<file path="src/rtl/dmac_pkg.sv">
// Shared encodings of the DMA channel: register word indices, command codes
// and status bit positions. Assumes 32-bit register words.
package dmac_pkg;
    localparam int DW = 32;
    localparam int AW = 3;

    typedef enum logic [AW-1:0] {
        A_CMD   = 3'd0,
        A_SCNT  = 3'd1,
        A_SADDR = 3'd2,
        A_WCNT  = 3'd3,
        A_WADDR = 3'd4,
        A_STAT  = 3'd5,
        A_SDESC = 3'd6,
        A_WDESC = 3'd7
    } reg_word_e;

    typedef enum logic [1:0] {
        OP_IDLE  = 2'd0,
        OP_FLUSH = 2'd1,
        OP_ABORT = 2'd2,
        OP_START = 2'd3
    } dma_op_e;

    localparam int CMD_W       = 8;
    localparam int CMD_DIR_BIT = 7;
    localparam int ST_W        = 6;
    localparam int ST_INT      = 4;
    localparam int ST_DONE     = 3;
    localparam logic [ST_W-1:0] ST_CLR_MASK = 6'b001110;
endpackage

</file>
<file path="src/rtl/dmac_xfer_ctr.sv">
// Working count and working address of the channel. Loads both on start,
// forces the count to zero on core completion, and otherwise applies
// accepted transfers clipped to the remaining count.
// Priority: load, then force-zero, then transfer. A request that meets
// load or force-zero in the same cycle is refused.
module dmac_xfer_ctr #(
    parameter int DW = 32,
    parameter logic [DW-1:0] ADDR_RST = '1
) (
    input  logic          clk,
    input  logic          rst_n,
    input  logic          load,
    input  logic [DW-1:0] ld_count,
    input  logic [DW-1:0] ld_addr,
    input  logic          force_zero,
    input  logic          req,
    input  logic          dir_ok,
    input  logic [DW-1:0] len,
    output logic [DW-1:0] wcount,
    output logic [DW-1:0] waddr,
    output logic          ack,
    output logic          rej,
    output logic [DW-1:0] grant,
    output logic          hit_zero
);
    logic          accept;
    logic [DW-1:0] clip;
    logic [DW-1:0] sum_w;

    // Decide acceptance and the clipped length of the current request.
    always_comb begin
        accept   = req && dir_ok && !load && !force_zero;
        clip     = (len < wcount) ? len : wcount;
        hit_zero = accept && (clip == wcount);
        sum_w    = wcount + waddr;
    end

    // Update working count/address and the handshake pulses.
    always_ff @(posedge clk) begin
        if (!rst_n) begin
            wcount <= '0;
            waddr  <= ADDR_RST;
            ack    <= 1'b0;
            rej    <= 1'b0;
            grant  <= '0;
        end else begin
            ack <= accept;
            rej <= req && !accept;
            if (accept) grant <= clip;
            if (load) begin
                wcount <= ld_count;
                waddr  <= ld_addr;
            end else if (force_zero) begin
                wcount <= '0;
            end else if (accept) begin
                wcount <= wcount - clip;
                waddr  <= waddr + clip;
            end
        end
    end

    AST_REJECT_FROZEN: assert property (@(posedge clk) disable iff (!rst_n)
        (req && !dir_ok && !load && !force_zero) |=> ($stable(wcount) && $stable(waddr)));
    AST_SUM_KEPT: assert property (@(posedge clk) disable iff (!rst_n)
        accept |=> (sum_w == $past(sum_w)));
    AST_NO_UNDERFLOW: assert property (@(posedge clk) disable iff (!rst_n)
        accept |=> (wcount <= $past(wcount)));
endmodule

</file>
<file path="src/rtl/dmac_status.sv">
// Stored status flags of the channel. Start clears all of them. Done is set
// on request, and done/abort/error clear either on read or through a
// write-one mask, as the caller selects. Start takes priority over set.
module dmac_status
    import dmac_pkg::*;
(
    input  logic            clk,
    input  logic            rst_n,
    input  logic            start,
    input  logic            set_done,
    input  logic            rd_clr,
    input  logic            wr_clr,
    input  logic [ST_W-1:0] wr_bits,
    output logic [ST_W-1:0] stat_q
);
    logic [ST_W-1:0] nxt;

    // Combine the clear sources and the done set into the next flags.
    always_comb begin
        nxt = stat_q;
        if (rd_clr) nxt = nxt & ~ST_CLR_MASK;
        if (wr_clr) nxt = nxt & ~(wr_bits & ST_CLR_MASK);
        if (set_done) nxt[ST_DONE] = 1'b1;
        if (start) nxt = '0;
    end

    // Hold the flags.
    always_ff @(posedge clk) begin
        if (!rst_n) stat_q <= '0;
        else        stat_q <= nxt;
    end

    AST_START_CLEARS: assert property (@(posedge clk) disable iff (!rst_n)
        start |=> (stat_q == '0));
    AST_DONE_SET: assert property (@(posedge clk) disable iff (!rst_n)
        (set_done && !start) |=> stat_q[ST_DONE]);
endmodule

</file>
<file path="src/rtl/scsi_dma_chan.sv">
// Register front end of one bus-master DMA channel. Decodes word writes,
// executes the command codes, drives the core enable/cancel, keeps the
// start and descriptor words, and muxes the read data. Assumes one access
// per cycle and read data consumed in the cycle reg_rd is high.
module scsi_dma_chan
    import dmac_pkg::*;
#(
    parameter logic [31:0] WADDR_RST = 32'hFFFF_FFFF,
    parameter logic [31:0] WDESC_RST = 32'hFFFF_FFFD
) (
    input  logic        clk,
    input  logic        rst_n,
    input  logic        reg_wr,
    input  logic        reg_rd,
    input  logic [2:0]  reg_addr,
    input  logic [31:0] reg_wdata,
    output logic [31:0] reg_rdata,
    input  logic        w1c_mode,
    input  logic        core_int,
    input  logic        core_done,
    output logic        core_dma_en,
    output logic        core_cancel,
    input  logic        xfer_req,
    input  logic        xfer_dir,
    input  logic [31:0] xfer_len,
    output logic        xfer_ack,
    output logic        xfer_rej,
    output logic [31:0] xfer_grant,
    output logic        bad_wr
);
    logic [CMD_W-1:0] cmd_q;
    logic [DW-1:0]    scnt_q, saddr_q, sdesc_q, wdesc_q;
    logic [DW-1:0]    wcount, waddr;
    logic [ST_W-1:0]  stat_q;
    logic             cmd_wr, op_start, op_idle, op_abort, ro_wr;
    logic             hit_zero, rd_clr, wr_clr;

    // Decode the write strobe into command operations.
    always_comb begin
        cmd_wr   = reg_wr && (reg_addr == A_CMD);
        op_start = cmd_wr && (reg_wdata[1:0] == OP_START);
        op_idle  = cmd_wr && (reg_wdata[1:0] == OP_IDLE);
        op_abort = cmd_wr && (reg_wdata[1:0] == OP_ABORT);
        ro_wr    = reg_wr && ((reg_addr == A_WCNT) || (reg_addr == A_WADDR)
                              || (reg_addr == A_WDESC));
        rd_clr   = reg_rd && (reg_addr == A_STAT) && !w1c_mode;
        wr_clr   = reg_wr && (reg_addr == A_STAT) && w1c_mode;
    end

    // Programmable words and the working descriptor address.
    always_ff @(posedge clk) begin
        if (!rst_n) begin
            cmd_q   <= '0;
            scnt_q  <= '0;
            saddr_q <= '0;
            sdesc_q <= '0;
            wdesc_q <= WDESC_RST;
        end else begin
            if (cmd_wr) cmd_q <= reg_wdata[CMD_W-1:0];
            if (reg_wr && reg_addr == A_SCNT)  scnt_q  <= reg_wdata;
            if (reg_wr && reg_addr == A_SADDR) saddr_q <= reg_wdata;
            if (reg_wr && reg_addr == A_SDESC) sdesc_q <= reg_wdata;
            if (op_start) wdesc_q <= sdesc_q;
        end
    end

    // Core-side enable level and the cancel / invalid-write pulses.
    always_ff @(posedge clk) begin
        if (!rst_n) begin
            core_dma_en <= 1'b0;
            core_cancel <= 1'b0;
            bad_wr      <= 1'b0;
        end else begin
            if (op_start)     core_dma_en <= 1'b1;
            else if (op_idle) core_dma_en <= 1'b0;
            core_cancel <= op_abort;
            bad_wr      <= ro_wr;
        end
    end

    dmac_xfer_ctr #(.DW(DW), .ADDR_RST(WADDR_RST)) u_ctr (
        .clk(clk), .rst_n(rst_n),
        .load(op_start), .ld_count(scnt_q), .ld_addr(saddr_q),
        .force_zero(core_done),
        .req(xfer_req), .dir_ok(xfer_dir == cmd_q[CMD_DIR_BIT]), .len(xfer_len),
        .wcount(wcount), .waddr(waddr),
        .ack(xfer_ack), .rej(xfer_rej), .grant(xfer_grant), .hit_zero(hit_zero)
    );

    dmac_status u_stat (
        .clk(clk), .rst_n(rst_n),
        .start(op_start), .set_done(hit_zero || core_done),
        .rd_clr(rd_clr), .wr_clr(wr_clr), .wr_bits(reg_wdata[ST_W-1:0]),
        .stat_q(stat_q)
    );

    // Read data mux; the interrupt bit comes live from the core.
    always_comb begin
        unique case (reg_addr)
            A_CMD:   reg_rdata = {{(DW-CMD_W){1'b0}}, cmd_q};
            A_SCNT:  reg_rdata = scnt_q;
            A_SADDR: reg_rdata = saddr_q;
            A_WCNT:  reg_rdata = wcount;
            A_WADDR: reg_rdata = waddr;
            A_STAT:  reg_rdata = {{(DW-ST_W){1'b0}}, stat_q | (ST_W'(core_int) << ST_INT)};
            A_SDESC: reg_rdata = sdesc_q;
            default: reg_rdata = wdesc_q;
        endcase
    end

    AST_CANCEL_CAUSE: assert property (@(posedge clk) disable iff (!rst_n)
        core_cancel |-> $past(op_abort));
    AST_BADWR_CAUSE: assert property (@(posedge clk) disable iff (!rst_n)
        bad_wr |-> ($past(reg_wr) && $past(reg_addr) inside {3'd3, 3'd4, 3'd7}));
    AST_START_ENABLES: assert property (@(posedge clk) disable iff (!rst_n)
        op_start |=> core_dma_en);
endmodule

</file>
<file path="config.mk">
export PLATFORM = sky130hd
export DESIGN_NAME = scsi_dma_chan
export DESIGN_NICKNAME = d
export VERILOG_FILES = /design/src/rtl/dmac_pkg.sv /design/src/rtl/dmac_xfer_ctr.sv /design/src/rtl/dmac_status.sv /design/src/rtl/scsi_dma_chan.sv
export SDC_FILE = /design/constraint.sdc
export NUM_CORES = 1
export LEC_CHECK = 0
export BUFFER_PORTS_ARGS = -buffer_cell sky130_fd_sc_hd__clkbuf_2
export CORE_MARGIN = 2
export CORE_UTILIZATION = 55
export DETAILED_ROUTE_END_ITERATION = 7
export MAX_ROUTING_LAYER = met4
export PLACE_DENSITY = 0.75
export SLEW_MARGIN = 20
export SYNTH_ARGS = -nofsm -noshare
export SYNTH_HDL_FRONTEND = slang
export SYNTH_HIERARCHICAL = 1
export SYNTH_SLANG_ARGS = --single-unit
</file>
<file path="constraint.sdc">
create_clock -name clk -period 6.05 [get_ports clk]
set_clock_uncertainty 0.1 [all_clocks]
set_input_delay 1.21 -clock clk [delete_from_list [all_inputs] [get_ports clk]]
set_output_delay 1.21 -clock clk [all_outputs]
set_load 0.01 [all_outputs]
</file>
* Yosys cells after proc, flatten, opt, wreduce, memory -nomap -nowiden
Cells that the tools add are included.
** Word-level totals
- Word-level logic and storage cells :: 77
- Output and inout port bits :: 69
- Register bits after elaboration :: 243
- Input bits :: 76
** Cells by class
- Reductions and logical operators :: 31
- Add/sub/neg operators :: 2
- Muxes and demuxes :: 13
- Equal/unequal tests :: 12
- Order comparisons :: 1
- Bitwise operators :: 4
** Operators with widths (count)
- 32-bit two-way mux :: 7
- 32-bit one-hot mux with 7 select lines :: 1
- 32-bit adder :: 1
- 32-bit == test :: 1
- 32-bit less-than comparator :: 1
- 32-bit subtractor :: 1
- 1-bit logical AND :: 17
- 3-bit == test (second input constant) :: 4
- 6-bit AND :: 1
- 3-bit by 2-bit == test with 1-bit output (second input constant) :: 2
- 6-bit two-way mux :: 1
- 4-bit inverter with 6-bit output :: 1
- 6-bit by 5-bit bitwise OR with 6-bit output :: 1
- 2-bit == test (second input constant) :: 2
- 1-bit zero test :: 4
- 4-bit two-way mux :: 1
- 2-bit nonzero test :: 2
- 3-bit by 1-bit == test with 1-bit output (second input constant) :: 1
- 3-bit zero test :: 1
- 1-bit logical OR :: 3
- 1-bit two-way mux :: 3
- 3-bit nonzero test :: 1
- 2-bit zero test :: 1
- 2-bit by 1-bit != test with 1-bit output (second input constant) :: 1
- other kinds (4) :: 4

* Longest topological paths before layout
- Depth in word-level cells :: 9
- Depth in mapped cells :: 23
- Depth with buffers taken out :: 21

* Modules after synthesis
Netlist, hierarchy kept.
** By module, submodules not included
- dmac_xfer_ctr :: cells an instance 1058, area an instance 8368.0 µm², instances 1, sequential area each 1961.9 µm²
- scsi_dma_chan :: cells an instance 873, area an instance 6831.6 µm², instances 1, sequential area each 2782.7 µm²
- dmac_status :: cells an instance 17, area an instance 143.9 µm², instances 1, sequential area each 60.1 µm²

* Worst setup path after synthesis
Ideal clock, no wire load.
- Path kind :: input to register
- Start point :: in xfer_len[9]
- End point :: reg u_ctr.waddr[17]
- Stages :: 20
- Library setup time :: 0.141 ns
- Data required time :: 5.809 ns
- Path buffers :: 2
- Path slack :: 0.386 ns
- Arrival :: 5.423 ns
- Path through :: ha_1 -> a21o_1 -> a211o_1 -> nor3_1 -> a311oi_1 -> a211oi_1 -> buf_2 -> buf_4 -> mux2i_1 -> inv_1 -> ha_1 -> a211o_1 -> a2111oi_4 -> or3_1 -> a21oi_1 -> or2_1 -> a21o_2 -> a21oi_1 -> xor2_1 -> o211ai_1
** Between the ends
- Word-level cells in the longest chain between the ends :: 6
** RTL lines
- start, declared :: RTL line scsi_dma_chan.sv:25 : input logic [31:0] xfer_len,
- 32-bit less-than comparator :: RTL line dmac_xfer_ctr.sv:33 : clip = (len < wcount) ? len : wcount;
- 32-bit two-way mux :: RTL line dmac_xfer_ctr.sv:33
- via u_ctr.clip[1] :: RTL line dmac_xfer_ctr.sv:27 : logic [DW-1:0] clip;
- 32-bit adder :: RTL line dmac_xfer_ctr.sv:57 : waddr <= waddr + clip;
- 32-bit two-way mux :: RTL line dmac_xfer_ctr.sv:55 : end else if (accept) begin
- 32-bit two-way mux :: RTL line dmac_xfer_ctr.sv:53 : end else if (force_zero) begin
- 32-bit two-way mux :: RTL line dmac_xfer_ctr.sv:50 : if (load) begin
- end signal, assigned :: RTL line dmac_xfer_ctr.sv:52 : waddr <= ld_addr;
- end signal, assigned :: RTL line dmac_xfer_ctr.sv:57
- end, declared :: RTL line dmac_xfer_ctr.sv:20 : output logic [DW-1:0] waddr,
The timed path passes the listed nets, and every way through them passes these cells. The select of a mux whose other input is x is not followed.
A chain may end at the register's enable or synchronous reset.

* Worst setup path in the final report
- Start point :: in xfer_len[27]
- End point :: reg u_ctr.wcount[27]
** Between the ends
- Word-level cells in the longest chain between the ends :: 6
** RTL lines
- 32-bit less-than comparator :: RTL line dmac_xfer_ctr.sv:33
- 32-bit two-way mux * :: RTL line dmac_xfer_ctr.sv:33
- 32-bit subtractor * :: RTL line dmac_xfer_ctr.sv:56 : wcount <= wcount - clip;
- 32-bit two-way mux * :: RTL line dmac_xfer_ctr.sv:55
- 32-bit two-way mux * :: RTL line dmac_xfer_ctr.sv:53
- 32-bit two-way mux * :: RTL line dmac_xfer_ctr.sv:50
- end signal, assigned :: RTL line dmac_xfer_ctr.sv:51 : wcount <= ld_count;
- end signal, assigned :: RTL line dmac_xfer_ctr.sv:56
- end, declared :: RTL line dmac_xfer_ctr.sv:19 : output logic [DW-1:0] wcount,
Mark *: on every way between the ends. The rest lies on a longest branch, timed or not. The select of a mux whose other input is x is not followed.

==> flow_metrics.py <==
metrics = {
    "die": {
        "core_um2": 27600,
        "die_w_um": 171,
        "pin_count": 145,
        "rows": 61,
        "chipHeight_um": 171,
        "start_util": 0.555,
        "dieArea_um2": 29200,
    },
    "clock_tree": {
        "post_cts_buffers": 0,
        "path_clk_slew_ns": 0.06,
        "cts_tree": "yes",
        "root_buffer": "clkbuf_16",
        "cts_resized": 0,
        "htree_levels": 1,
        "clockBufferDepth": 3,
        "cts_buffers": 27,
        "insertion_delay_ns": 0.55,
        "hold_buffers": 0,
        "cts_sinks": 240,
    },
    "sta": {
        "fmax_ghz": 0.177,
        "drv_slew": 0,
        "report.final.setup_viol": 0,
        "relSlewSlack": 0.344,
        "rsz0062_at_grt": "no",
        "post-route-min-period_ns": 5.65,
        "worstMarginPinSlew_ns": 0.982,
        "setup_slack_ns": 0.395,
        "hold_slack_ns": 0.364,
        "period_share": 0.935,
        "setup_tns_ns": 0,
        "hold_viol_final": 0,
    },
    "synthesis": {
        "async_flop_share": 0,
        "syn_area_um2": 15300,
        "yosysWarnings": 6,
        "synth_cells": 1948,
        "synth.distinct_cells": 86,
        "synth_ff_type": "dfxtp_1",
        "synth_edf_count": 0,
        "ys_seq_elements": 240,
        "yosysSeqAreaShare": 0.313,
        "avgSynthCellArea_um2": 7.88,
    },
    "final_layout": {
        "stdcell_count": 2450,
        "nFillCells": 2553,
        "final_common_cell": "nand2_1",
        "drive_gt1_frac": 0.138,
        "area_delta_synth_final_pct": 12.9,
        "most-common-layout-cells": "nand2_1 (439), dfxtp_1 (240), clkbuf_2 (143)",
        "final_nets": 2225,
    },
    "detailed_routing": {
        "avgRoutedWirePerCell_um": 20.7,
        "drtPass1Iterations": 7,
        "route.vias.total": 14876,
        "postRouteAntennaNets": 0,
        "drc": 0,
        "vias_per_cell": 6.07,
        "drt_wl_total_mm": 50.8,
        "drtIter0Drc": 1804,
    },
    "critical_path": {
        "cp_slowest_cell": "mux2i_1",
        "cp_cell_sequence": "clkbuf_2, ha_1, and3_1, a221oi_1, o21ai_0, a211oi_4, buf_4, buf_4, mux2i_1, ha_1, a21oi_1, nand2_1, a21o_1, o31ai_1, o41a_1, o21ai_1, xor2_1, a222oi_1, nor2b_1",
        "critPathCaptureType": "flip-flop",
        "start_kind": "input pin",
        "cp_max_fo": 14,
        "crit_arrival_ns": 5.97,
        "crit_type": "input pin to flip-flop",
        "required_ns": 6.37,
        "slowest_delay_ns": 0.45,
    },
    "power": {
        "power_mw": 5.58,
        "leakage_nw": 7.72,
        "power_density_nw_per_um2": 322,
        "ir_drop_mv": 0.173,
    },
    "placement": {
        "dp.cells": 2402,
        "dp_hpwl_mm": 37.0,
        "globalplace.congestion": 0.983,
        "io_buffers": 144,
        "place_ws_ns": 0.00563,
    },
    "global_routing": {
        "grt_max_degree": 184,
        "grt_pass1_vias": 13465,
        "grt_remaining_overflow": 0,
        "grtUsageTotal": 0.351,
        "grt_first_pass_wirelength_mm": 77.7,
        "antenna_found_initial": 1,
    },
    "run_status": {
        "status": "finished clean",
    },
    "run": {
        "cap_viol_max_count": 0,
    },
    "worst_hold_path": {
        "hp-class": "flip-flop to flip-flop",
    },
}
-- cell families after synthesis --
| kind of cell | after synthesis | synth area share |
|---|---|---|
| multiplexers | 70 | 0.0470 |
| XOR/XNOR | 50 | 0.0285 |
| other | 1 | 0.000244 |
| buffers and inverters | 209 | 0.0599 |
| AO/OA/AOI/OAI | 557 | 0.262 |
| AND/OR/NAND/NOR | 725 | 0.210 |
| adder cells (fa/ha/maj) | 96 | 0.0793 |
| flip-flops | 240 | 0.313 |
-- metrics by stage --
| step | util | cell area, um2 |
|---|---|---|
| global placement | 0.595 | 16400 |
| global route | 0.627 | 17300 |
| CTS | 0.627 | 17300 |
| finish | 0.627 | 17300 |
| detailed placement | 0.595 | 16400 |
| floorplan | - | 15400 |
-- layer usage --
metal  vias up  global-route usage  share of wire  wire (um)
met3        54              0.0719           0.11       5800
met5         -                   -              0          0
met1      7008               0.527           0.47      23700
li1       7082                   -              -          -
met4         0              0.0715          0.017        877
met2       732               0.480           0.40      20400
-- area by class of cell --
class,instances,area [um2],area share
Clock inverter,8,101,0.00585
Clock buffer,39,791,0.0456
Inverter,78,294,0.0170
Timing Repair Buffer,205,1210,0.0698
Sequential cell,240,4800,0.277
Multi-Input combinational cell,1501,9650,0.557
Antenna cell,1,2.50,0.000144
Tap cell,378,473,0.0273
-- Yosys cell counts, types with 7 or more instances --
cell type	count	area, um2
o21ai_0	90	450
o21a_1	13	97.6
a22oi_1	28	210
a32o_1	8	80.1
nor2_1	93	349
a221oi_1	14	123
nand2_1	439	1650
a21boi_1	7	52.6
mux2i_1	63	631
a21boi_0	99	743
clkbuf_1	75	282
o211a_1	36	360
a21oi_1	89	445
o22a_1	10	87.6
a21o_1	33	248
buf_4	12	90.1
a211oi_1	9	67.6
a221o_1	20	200
nor3_1	7	35.0
nand4_1	10	62.6
nor2b_1	36	225
xnor2_1	25	219
o211ai_1	22	165
o21bai_1	10	75.1
nor3b_1	15	113
nand2b_1	12	75.1
inv_1	77	289
and3_1	11	68.8
nand3_1	59	295
xor2_1	25	219
ha_1	94	1180
a31oi_1	19	119
dfxtp_1	240	4800
buf_2	32	160
-- worst paths after layout --
check,start,end,slack (ns),cells after the start
hold / removal,wdesc_q[7],wdesc_q[7],0.36,2
setup reg to reg,u_ctr/wcount[9],u_ctr/wcount[27],0.52,20
hold reg to reg,wdesc_q[7],wdesc_q[7],0.36,2
setup / recovery,xfer_len[27],u_ctr/wcount[27],0.40,19
-- sequential cells by signal, indices dropped and copies added, names as in the netlist, 3 cells and up --
signal	flops
scnt_q	32
saddr_q	32
u_ctr/wcount	32
sdesc_q	32
u_ctr/grant	32
u_stat/stat_q	3
cmd_q	8
u_ctr/waddr	32
wdesc_q	32
-- critical path: cells and delay by family --
family                   cells  cell delay (ns)
AO/OA/AOI/OAI                9             2.36
adder cells (fa/ha/maj)      2             0.70
buffers and inverters        3             0.61
multiplexers                 1             0.45
AND/OR/NAND/NOR              3             0.44
XOR/XNOR                     1             0.17
-- power by group --
| group | internal, mW | leakage, nW | switching, mW |
|---|---|---|---|
| Combinational | 0.899 | 5.34 | 1.23 |
| Sequential | 1.66 | 1.95 | 0.120 |
| Clock | 0.986 | 0.430 | 0.687 |
| Total | 3.54 | 7.72 | 2.03 |
No activity file was read; power rests on OpenSTA's default activity.
